==> src/rtl/shmem_tas_pkg.sv <==
package shmem_tas_pkg;

  typedef enum logic [1:0] {
    ST_IDLE = 2'd0,
    ST_XFER = 2'd1,
    ST_SETB = 2'd2,
    ST_HOLD = 2'd3
  } lock_st_e;

  localparam int BYTE_W = 8;
  localparam int MARK_BIT = BYTE_W - 1;

  // byte written back by a test-and-set
  function automatic logic [BYTE_W-1:0] mark_taken(input logic [BYTE_W-1:0] b);
    logic [BYTE_W-1:0] r;
    r = b;
    r[MARK_BIT] = 1'b1;
    return r;
  endfunction

  // busy flag reported for a tested byte
  function automatic logic is_taken(input logic [BYTE_W-1:0] b);
    return b[MARK_BIT];
  endfunction

endpackage

==> src/rtl/rr_pick.sv <==
module rr_pick #(
  parameter int NP = 3,
  localparam int IW = (NP > 1) ? $clog2(NP) : 1
) (
  input  logic          clk,
  input  logic          rst_n,
  input  logic [NP-1:0] req,
  input  logic [IW-1:0] last_idx,
  output logic          any,
  output logic [IW-1:0] win_idx,
  output logic [NP-1:0] win_oh
);

  always_comb begin
    any     = 1'b0;
    win_idx = '0;
    for (int k = 1; k <= NP; k++) begin
      int c;
      c = (int'(last_idx) + k) % NP;
      if (!any && req[c]) begin
        any     = 1'b1;
        win_idx = IW'(c);
      end
    end
  end

  assign win_oh = any ? (NP'(1) << win_idx) : '0;

  // the chosen port is always one that is requesting
  p_pick_is_req_r4: assert property (@(posedge clk) disable iff (!rst_n)
    (win_oh & ~req) == '0);

  // some request is always answered with a pick
  p_pick_when_req_r4: assert property (@(posedge clk) disable iff (!rst_n)
    (|req) |-> any);

endmodule

==> src/rtl/lock_byte_ram.sv <==
module lock_byte_ram
  import shmem_tas_pkg::*;
#(
  parameter int AW = 4,
  localparam int DEPTH = 1 << AW
) (
  input  logic              clk,
  input  logic              rst_n,
  input  logic              we,
  input  logic              re,
  input  logic [AW-1:0]     addr,
  input  logic [BYTE_W-1:0] wdata,
  output logic [BYTE_W-1:0] rdata
);

  logic [BYTE_W-1:0] mem [DEPTH];

  always_ff @(posedge clk) begin
    if (we) mem[addr] <= wdata;
  end

  always_ff @(posedge clk or negedge rst_n) begin
    if (!rst_n)  rdata <= '0;
    else if (re) rdata <= mem[addr];
  end

  // the read and write halves of an access never share a cycle
  p_no_rw_clash_r9: assert property (@(posedge clk) disable iff (!rst_n)
    !(we && re));

endmodule

==> src/rtl/shmem_tas_lock.sv <==
module shmem_tas_lock
  import shmem_tas_pkg::*;
#(
  parameter int NP = 3,
  parameter int AW = 4,
  localparam int IW = (NP > 1) ? $clog2(NP) : 1
) (
  input  logic               clk,
  input  logic               rst_n,
  input  logic [NP-1:0]      port_as_n,
  input  logic [NP-1:0]      port_we,
  input  logic [NP-1:0]      port_tas,
  input  logic [NP*AW-1:0]   port_addr,
  input  logic [NP*8-1:0]    port_wdata,
  output logic [NP-1:0]      port_grant,
  output logic [NP-1:0]      port_ack,
  output logic [7:0]         bus_rdata,
  output logic               bus_busy
);

  lock_st_e          st_q;
  logic [NP-1:0]     grant_q;
  logic [IW-1:0]     owner_q;
  logic              busy_q;

  // owner's view, brought out as named wires
  logic              owner_live;
  logic              cur_we;
  logic              cur_tas;
  logic [AW-1:0]     cur_addr;
  logic [7:0]        cur_wd;

  logic              pick_any;
  logic [IW-1:0]     pick_idx;
  logic [NP-1:0]     pick_oh;

  logic              ram_we;
  logic              ram_re;
  logic [7:0]        ram_wd;
  logic [7:0]        ram_rd;

  assign owner_live = (|grant_q) && !port_as_n[owner_q];
  assign cur_we     = port_we[owner_q];
  assign cur_tas    = port_tas[owner_q];
  assign cur_addr   = port_addr[int'(owner_q)*AW +: AW];
  assign cur_wd     = port_wdata[int'(owner_q)*8 +: 8];

  rr_pick #(.NP(NP)) u_pick (
    .clk      (clk),
    .rst_n    (rst_n),
    .req      (~port_as_n),
    .last_idx (owner_q),
    .any      (pick_any),
    .win_idx  (pick_idx),
    .win_oh   (pick_oh)
  );

  always_ff @(posedge clk or negedge rst_n) begin
    if (!rst_n) begin
      st_q    <= ST_IDLE;
      grant_q <= '0;
      owner_q <= IW'(NP - 1);
    end else if (st_q == ST_IDLE) begin
      if (pick_any) begin
        grant_q <= pick_oh;
        owner_q <= pick_idx;
        st_q    <= ST_XFER;
      end
    end else if (!owner_live) begin
      grant_q <= '0;
      st_q    <= ST_IDLE;
    end else begin
      unique case (st_q)
        ST_XFER: st_q <= cur_tas ? ST_SETB : ST_HOLD;
        ST_SETB: st_q <= ST_HOLD;
        default: st_q <= ST_HOLD;
      endcase
    end
  end

  // memory control: read half in XFER, write-back half in SETB
  assign ram_re = owner_live && (st_q == ST_XFER) && (cur_tas || !cur_we);
  assign ram_we = owner_live && (((st_q == ST_XFER) && !cur_tas && cur_we) ||
                                 (st_q == ST_SETB));
  assign ram_wd = (st_q == ST_SETB) ? mark_taken(ram_rd) : cur_wd;

  lock_byte_ram #(.AW(AW)) u_ram (
    .clk   (clk),
    .rst_n (rst_n),
    .we    (ram_we),
    .re    (ram_re),
    .addr  (cur_addr),
    .wdata (ram_wd),
    .rdata (ram_rd)
  );

  always_ff @(posedge clk or negedge rst_n) begin
    if (!rst_n)                              busy_q <= 1'b0;
    else if (owner_live && st_q == ST_SETB)  busy_q <= is_taken(ram_rd);
  end

  assign port_grant = grant_q;
  assign port_ack   = grant_q & {NP{st_q == ST_HOLD}};
  assign bus_rdata  = ram_rd;
  assign bus_busy   = busy_q;

  // never two owners
  p_one_owner_r2: assert property (@(posedge clk) disable iff (!rst_n)
    $onehot0(port_grant));

  // a live owner keeps the bus
  p_keep_grant_r3: assert property (@(posedge clk) disable iff (!rst_n)
    owner_live |=> (port_grant == $past(port_grant)));

  // a released strobe frees the bus at once
  p_drop_grant_r3: assert property (@(posedge clk) disable iff (!rst_n)
    ((|grant_q) && !owner_live) |=> (port_grant == '0));

  // an acknowledge only follows a grant held the cycle before
  p_ack_after_grant_r5: assert property (@(posedge clk) disable iff (!rst_n)
    (|port_ack) |-> ($past(port_grant) == port_grant));

  // the write-back half always carries the taken mark
  p_mark_on_write_r9: assert property (@(posedge clk) disable iff (!rst_n)
    (ram_we && st_q == ST_SETB) |-> ram_wd[7]);

  // the write-back half directly follows a test-and-set read half
  p_tas_order_r11: assert property (@(posedge clk) disable iff (!rst_n)
    (st_q == ST_SETB) |-> ($past(st_q) == ST_XFER && $past(ram_re)));

endmodule

==> config.mk <==
export PLATFORM = sky130hd
export DESIGN_NAME = shmem_tas_lock
export DESIGN_NICKNAME = d
export VERILOG_FILES = /design/src/rtl/shmem_tas_pkg.sv /design/src/rtl/rr_pick.sv /design/src/rtl/lock_byte_ram.sv /design/src/rtl/shmem_tas_lock.sv
export SDC_FILE = /design/constraint.sdc
export NUM_CORES = 1
export LEC_CHECK = 0
export BUFFER_PORTS_ARGS = -buffer_cell sky130_fd_sc_hd__buf_2
export CAP_MARGIN = 20
export CORE_MARGIN = 2
export CORE_UTILIZATION = 40
export CTS_BUF_LIST = sky130_fd_sc_hd__clkbuf_8
export DETAILED_ROUTE_END_ITERATION = 10
export PLACE_DENSITY_LB_ADDON = 0.25
export SLEW_MARGIN = 20
export SYNTH_ARGS = -nofsm -noshare
export SYNTH_HDL_FRONTEND = slang
export SYNTH_SLANG_ARGS = --single-unit
==> constraint.sdc <==
create_clock -name clk -period 6.3 [get_ports clk]
set_input_delay 0.63 -clock clk [delete_from_list [all_inputs] [get_ports clk]]
set_output_delay 0.63 -clock clk [all_outputs]
set_load 0.05 [all_outputs]
# Word-level counts from Yosys, hierarchy flattened
# Memories as Yosys holds them, arrays and structs flattened. A register that Yosys moved wholly into a read port is not among the register bits.
# Index checks and enable logic that the tools add are counted.
[word_totals]
ramBits = 128
ff_bits = 8
latch_bits = 0
romBits = 0
word_cells = 78
inputBits = 47
n_memories = 1
output_inout_bits = 15
[op_classes]
reduce_logical = 21
n_mul = 0
div_mod_pow = 3
n_shift = 3
eq_ne = 5
n_addsub = 3
bitwise = 2
order_cmp = 4
muxes = 32
[memory_table]
columns = ["name", "words", "width", "read_ports", "rd_ports_with_merged_regs", "write_ports", "line_no", "text"]
rows = [
  ["u_ram.mem", 16, 8, 1, 1, 1, "lock_byte_ram.sv:16", "logic [BYTE_W-1:0] mem [DEPTH];"],
]
[op_table]
columns = ["op", "count"]
rows = [
  ["32-bit by 4-bit < comparator with 1-bit output (second input constant)", 3],
  ["32-bit by 3-bit modulo with 32-bit output (second input constant)", 3],
  ["24-bit by 6-bit indexed part select with 8-bit output", 1],
  ["1-bit two-way mux", 16],
  ["1-bit binary-select mux with 2-bit select", 6],
  ["2-bit two-way mux", 6],
  ["12-bit by 5-bit indexed part select with 4-bit output", 1],
  ["1-bit logical AND", 9],
  ["3-bit two-way mux", 3],
  ["8-bit two-way mux", 1],
  ["2-bit by 2-bit adder with 3-bit output (second input constant)", 2],
  ["1-bit zero test", 6],
  ["2-bit == test (second input constant)", 2],
  ["2-bit AND reduction", 2],
  ["2-bit by 1-bit adder with 3-bit output (second input constant)", 1],
  ["3-bit bitwise AND", 1],
  ["2-bit by 3-bit < comparator with 1-bit output (second input constant)", 1],
  ["3-bit NOT", 1],
  ["3-bit OR reduction", 1],
  ["1-bit by 2-bit << shifter with 3-bit output (first input constant)", 1],
  ["2-bit by 1-bit == test with 1-bit output (second input constant)", 1],
  ["2-bit zero test", 1],
  ["1-bit logical OR", 2],
  ["2-bit by 1-bit != test with 1-bit output (second input constant)", 1],
  ["2-bit != test (second input constant)", 1],
]

# Depth between registers and ports, before layout
[depth]
word_depth = 15
mapped_depth = 10

# Hierarchy
# From an unflattened synthesis, not the netlist that was laid out.
[unflattened]
hier_cells = 445
hier_area_um2 = 6467.5
[by_module_without_submodules]
columns = ["mod", "n_inst", "cells_per_inst", "area_per_inst_um2"]
rows = [
  ["lock_byte_ram", 1, 304, 5355.1],
  ["shmem_tas_lock", 1, 103, 873.3],
  ["rr_pick", 1, 38, 239.0],
]

# Worst setup path after synthesis
# OpenSTA, ideal clock, no wires.
[synth_timing]
kind = "register to register"
start = "reg owner_q[0]"
end = "reg grant_q[1], in the netlist port_grant[1]"
arrival_ns = 2.482
slack_ns = 3.697
path_stages_with_launch = 10
t_required_ns = 6.180
cell_sequence = "dfrtp_1 -> buf_6 -> clkbuf_1 -> inv_1 -> ha_1 -> nand2b_1 -> a21oi_1 -> nor3_1 -> a211o_1 -> a31o_2"
[synth_between]
elab_chain_len = 15
elab_cells_between_ends = 35
[synth_rtl]
columns = ["element", "line_no", "text"]
rows = [
  ["start: declaration", "shmem_tas_lock.sv:23", "logic [IW-1:0] owner_q;"],
  ["start signal: assignment", "shmem_tas_lock.sv:62", "owner_q <= IW'(NP - 1);"],
  ["start signal: assignment", "shmem_tas_lock.sv:66", "owner_q <= pick_idx;"],
  ["2-bit by 1-bit adder with 3-bit output", "rr_pick.sv:19", "c = (int'(last_idx) + k) % NP;"],
  ["32-bit by 3-bit modulo with 32-bit output", "rr_pick.sv:19", ""],
  ["1-bit binary-select mux with 2-bit select", "rr_pick.sv:20", "if (!any && req[c]) begin"],
  ["1-bit two-way mux (implied by the code) (2 in a row)", "rr_pick.sv:20", ""],
  ["1-bit two-way mux", "rr_pick.sv:20", ""],
  ["1-bit zero test", "rr_pick.sv:20", ""],
  ["1-bit logical AND", "rr_pick.sv:20", ""],
  ["1-bit two-way mux", "rr_pick.sv:20", ""],
  ["1-bit zero test", "rr_pick.sv:20", ""],
  ["1-bit logical AND", "rr_pick.sv:20", ""],
  ["2-bit two-way mux", "rr_pick.sv:20", ""],
  ["1-bit by 2-bit << shifter with 3-bit output", "rr_pick.sv:27", "assign win_oh = any ? (NP'(1) << win_idx) : '0;"],
  ["3-bit two-way mux", "shmem_tas_lock.sv:64", "if (pick_any) begin"],
  ["3-bit two-way mux", "shmem_tas_lock.sv:63", "end else if (st_q == ST_IDLE) begin"],
  ["end signal: assignment", "shmem_tas_lock.sv:65", "grant_q <= pick_oh;"],
  ["end: declaration", "shmem_tas_lock.sv:22", "logic [NP-1:0] grant_q;"],
]
# Several ways; a longest one is shown, not always the timed one. The select of a mux whose other input is x is not followed.
# A chain may end at the register's enable or synchronous reset.

# Worst setup path after layout
[layout_timing]
start = "reg owner_q[1]"
end = "reg u_ram.rdata[5], read port of u_ram.mem"
[layout_between]
elab_chain_len = 6
elab_cells_between_ends = 13
[layout_rtl]
columns = ["element", "line_no", "text"]
rows = [
  ["1-bit binary-select mux with 2-bit select", "shmem_tas_lock.sv:42", "assign owner_live = (|grant_q) && !port_as_n[owner_q];"],
  ["1-bit two-way mux (implied by the code)", "shmem_tas_lock.sv:42", ""],
  ["1-bit zero test", "shmem_tas_lock.sv:42", ""],
  ["1-bit logical AND", "shmem_tas_lock.sv:42", ""],
  ["1-bit logical AND (2 in a row)", "shmem_tas_lock.sv:82", "assign ram_re = owner_live && (st_q == ST_XFER) && (cur_tas || !cur_we);"],
  ["end: declaration", "lock_byte_ram.sv:13", "output logic [BYTE_W-1:0] rdata"],
]
# Several ways; a longest one is shown, not always the timed one. The select of a mux whose other input is x is not followed.

==> flow_summary.html <==
<table>
<tr><th>Metric</th><th>Value</th></tr>
<tr><th colspan="2">Status</th></tr>
<tr><td>Outcome</td><td>complete, no violations</td></tr>
<tr><th colspan="2">Floorplanning</th></tr>
<tr><td>Floorplan core area</td><td>around 0.017 mm^2</td></tr>
<tr><td>Number of standard-cell rows in the floorplan</td><td>47</td></tr>
<tr><td>I/O pin count</td><td>62</td></tr>
<tr><td>Starting utilization of the core area</td><td>between 40 and 50%</td></tr>
<tr><td>Horiz. Die Dim</td><td>approximately 140 um</td></tr>
<tr><td>Vertical die dimension</td><td>~140 um</td></tr>
<tr><td>Area enclosed by the die boundary</td><td>~0.018 mm^2</td></tr>
<tr><th colspan="2">STA</th></tr>
<tr><td>Sum Neg Setup Slack</td><td>0 ps</td></tr>
<tr><td>Min cycle time layout</td><td>between 3000 and 4000 ps</td></tr>
<tr><td>Slew margin rel.</td><td>between 40% and 50%</td></tr>
<tr><td>Final hold slack</td><td>102 ps</td></tr>
<tr><td>Setup repair after global routing missed its margin</td><td>false</td></tr>
<tr><td>Final worst-path cycle share</td><td>59.1%</td></tr>
<tr><td>Final Hold Violating Endpoints</td><td>0</td></tr>
<tr><td>Measured slew at the worst slew-check pin</td><td>around 850 ps</td></tr>
<tr><td>Setup slack after layout</td><td>between 2000 and 3000 ps</td></tr>
<tr><td>Maximum clock frequency</td><td>around 0.27 GHz</td></tr>
<tr><td>Worst Clk Skew</td><td>~13 ps</td></tr>
<tr><td>Fin. max-slew vios</td><td>0</td></tr>
<tr><td>Final Setup Violations</td><td>0</td></tr>
<tr><th colspan="2">Clock network</th></tr>
<tr><td>Cell at the root of the clock tree</td><td>sky130_fd_sc_hd__clkbuf_8</td></tr>
<tr><td>Max Root-Sink Buffers</td><td>2</td></tr>
<tr><td>Clock transition at the registers of the reported paths</td><td>around 80 ps</td></tr>
<tr><td>Post-cts repair resize count</td><td>0</td></tr>
<tr><td>Later-pin clock latency in the skew report</td><td>450 ps</td></tr>
<tr><td>TritonCTS Buffers</td><td>17</td></tr>
<tr><td>Clock tree from TritonCTS</td><td>yes</td></tr>
<tr><td>Setup repair bufs after CTS</td><td>0</td></tr>
<tr><td>Post-CTS Hold Buffers</td><td>0</td></tr>
<tr><td>Max H-tree Level</td><td>4</td></tr>
<tr><td>TritonCTS Sinks</td><td>about 140</td></tr>
<tr><th colspan="2">Placed design</th></tr>
<tr><td>Number of buffers added on ports</td><td>between 60 and 70</td></tr>
<tr><td>Placed cell count</td><td>between 700 and 800</td></tr>
<tr><td>Weighted congestion reported at the end of routability-driven placement</td><td>0.842</td></tr>
<tr><td>Place WS</td><td>2560 ps</td></tr>
<tr><td>Post-DP HPWL</td><td>between 10000 and 15000 um</td></tr>
<tr><th colspan="2">Synthesis</th></tr>
<tr><td>List of most frequent post-synthesis cells</td><td>sky130_fd_sc_hd__edfxtp_1, sky130_fd_sc_hd__nand2_1, sky130_fd_sc_hd__a21oi_1</td></tr>
<tr><td>Library cell with the highest instance count after synthesis</td><td>sky130_fd_sc_hd__edfxtp_1</td></tr>
<tr><td>Count of state elements after synthesis</td><td>around 140</td></tr>
<tr><td>Seq/Total Area, Yosys</td><td>between 60% and 70%</td></tr>
<tr><td>Avg Synthesized Cell Area</td><td>~13 um^2</td></tr>
<tr><td>Prevailing post-synth register cell</td><td>sky130_fd_sc_hd__edfxtp_1</td></tr>
<tr><td>Post-synthesis cell type count</td><td>49</td></tr>
<tr><td>Post-Syn Instances</td><td>527</td></tr>
<tr><td>Cell types with the largest area share after synthesis</td><td>sky130_fd_sc_hd__edfxtp_1, sky130_fd_sc_hd__mux2i_1, sky130_fd_sc_hd__dfrtp_1, sky130_fd_sc_hd__mux4_1, sky130_fd_sc_hd__nand2_1</td></tr>
<tr><td>Dominant cell type by area after synthesis</td><td>sky130_fd_sc_hd__edfxtp_1</td></tr>
<tr><td>Warnings from Yosys</td><td>0</td></tr>
<tr><td>Async set-or-reset flop fraction in the synthesized netlist</td><td>about 11%</td></tr>
<tr><td>Area of the mapped netlist</td><td>slightly below 0.007 mm^2</td></tr>
<tr><td>Syn Nets</td><td>just under 600</td></tr>
<tr><td>Yosys top cell area share</td><td>around 56%</td></tr>
<tr><td>Number of flops mapped to enable cells by yosys</td><td>around 130</td></tr>
<tr><th colspan="2">Finish</th></tr>
<tr><td>Synthesis-to-layout area growth</td><td>13.2%</td></tr>
<tr><td>Fraction of final layout cells sized beyond drive strength 1</td><td>roughly 19%</td></tr>
<tr><td># nets final</td><td>around 640</td></tr>
<tr><td>Ant diodes</td><td>0</td></tr>
<tr><td>Filler cells</td><td>1521</td></tr>
<tr><td>Final instance count without filler cells</td><td>~830</td></tr>
<tr><th colspan="2">GRT</th></tr>
<tr><td>Pin count of the biggest net entering global routing</td><td>36</td></tr>
<tr><td>Number of antenna violations at the first check in global routing</td><td>0</td></tr>
<tr><td>Total Routing Usage GR</td><td>a little over a fifth</td></tr>
<tr><td>Residual overflow from global routing</td><td>0</td></tr>
<tr><td>First-pass GRT wire length</td><td>roughly 28000 um</td></tr>
<tr><td>Vias in the first global route</td><td>~4700</td></tr>
<tr><th colspan="2">Routing</th></tr>
<tr><td>Wire length reported by the detailed router</td><td>between 15000 and 20000 um</td></tr>
<tr><td>Via total after detailed routing</td><td>between 4000 and 5000</td></tr>
<tr><td>Pre-Repair DR Iteration Count</td><td>5</td></tr>
<tr><td>Drt initial violations</td><td>around 560</td></tr>
<tr><td>Routed length per placed instance</td><td>between 20 and 25 um</td></tr>
<tr><td>Number of nets with antenna violations after routing</td><td>0</td></tr>
<tr><td>DRC Markers</td><td>0</td></tr>
<tr><td>Via count normalized by instance count</td><td>5.95</td></tr>
<tr><th colspan="2">Worst setup path</th></tr>
<tr><td>CP max FO</td><td>35</td></tr>
<tr><td>Crit path capture type</td><td>flop</td></tr>
<tr><td>Required time worst endpoint</td><td>about 6600 ps</td></tr>
<tr><td>Data arrival, critical path</td><td>~4000 ps</td></tr>
<tr><td>Type of the setup path with the least slack</td><td>reg2reg</td></tr>
<tr><td>Critical Path Start Type</td><td>flop</td></tr>
<tr><td>Reg2reg path depth</td><td>6</td></tr>
<tr><th colspan="2">Power</th></tr>
<tr><td>Leakage component of the power</td><td>about 2.9 nW</td></tr>
<tr><td>Worst IR Drop VDD</td><td>between 0.2 and 0.25 mV</td></tr>
<tr><td>Overall power after layout</td><td>3.48 mW</td></tr>
<tr><td>Ratio of total power to cell area</td><td>around 450 mW/mm^2</td></tr>
<tr><th colspan="2">Run</th></tr>
<tr><td>Max cap viols</td><td>0</td></tr>
<tr><th colspan="2">Hold path</th></tr>
<tr><td>Hold WC Path Type</td><td>in2async</td></tr>
</table>
## critical path: stages, from the launching register on
cell,delay [ps]
sky130_fd_sc_hd__dfstp_2,920
sky130_fd_sc_hd__nand3b_2,420
sky130_fd_sc_hd__o21ai_4,140
sky130_fd_sc_hd__buf_4,480
sky130_fd_sc_hd__mux4_1,630
sky130_fd_sc_hd__a2111oi_0,800
sky130_fd_sc_hd__o41ai_1,150
## registers in the layout, summed over array words and instances (netlist names)
signal	flops
owner_q	2
st_q	2
u_ram.rdata	8
u_ram.mem	128
port_grant	3
bus_busy	1
## placed cells by master (no fill, tap or decap), drive strengths merged, types with 5 or more instances in the layout
| master | count |
|---|---|
| a2111oi | 8 |
| a211oi | 10 |
| a21oi | 62 |
| and3 | 7 |
| buf | 74 |
| clkbuf | 18 |
| clkinv | 6 |
| dfrtp | 15 |
| edfxtp | 128 |
| inv | 7 |
| mux2i | 44 |
| mux4 | 16 |
| nand2 | 87 |
| nand3 | 6 |
| nor2 | 36 |
| nor4 | 9 |
| o21a | 5 |
| o21ai | 7 |
| o22ai | 8 |
## kinds of logic (layout without fill, tap and decap cells)
group	after synthesis	count (layout)	synth area share, %
buffers and inverters	30	110	2.46
AND/OR/NAND/NOR	161	161	10.2
flip-flops	144	144	61.7
adder cells (fa/ha/maj)	3	3	0.546
multiplexers	64	64	13.2
AO/OA/AOI/OAI	125	125	11.9
## where the power goes
group / internal (mW) / total [mW] / switching, mW / leakage, nW
registers: 1.28 / 1.37 / 0.0891 / 1.36
clock network: 0.341 / 0.676 / 0.335 / 0.188
logic: 0.458 / 1.43 / 0.975 / 1.31
## layer usage
layer | global-route usage (%) | up-vias | wire (um)
li1 | - | 2180 | -
met1 | 29.4 | 2433 | 8210
met2 | 33.5 | 272 | 8870
met3 | 4.28 | 33 | 1520
met4 | 7.99 | 0 | 410
met5 | 0 | - | 0
## through the flow
stage	cell area [um^2]	utilization, %
global placement	7390	44.2
detailed placement	7390	44.2
CTS	7750	46.4
floorplan	6880	-
global route	7790	46.6
finish	7790	46.6
## path summary, 6_finish.rpt
check / startpoint / endpoint / slack [ps]
worst max-delay path: owner_q[1]$_DFFE_PN1P_ / u_ram.rdata[5]$_DFFE_PN0P_ / 2580
worst min register to register: bus_busy$_DFFE_PN0P_ / bus_busy$_DFFE_PN0P_ / 520
worst max register to register: owner_q[1]$_DFFE_PN1P_ / u_ram.rdata[5]$_DFFE_PN0P_ / 2580
max in group asynchronous: rst_n / owner_q[1]$_DFFE_PN1P_ / 5870
min in group clk: bus_busy$_DFFE_PN0P_ / bus_busy$_DFFE_PN0P_ / 520
worst min-delay path: rst_n / port_grant[1]$_DFFE_PN0P_ / 100
## final cells by class
class | count | area, um^2 | share of cell area (%)
multi-input cells | 353 | 2460 | 31.6
clock buffers | 17 | 234 | 3.00
inverters | 3 | 11.3 | 0.145
repair buffers | 75 | 430 | 5.53
well taps | 220 | 275 | 3.53
clock inverters | 15 | 129 | 1.65
flip-flops and latches | 144 | 4250 | 54.5
Power figures use the tool's default switching activity.
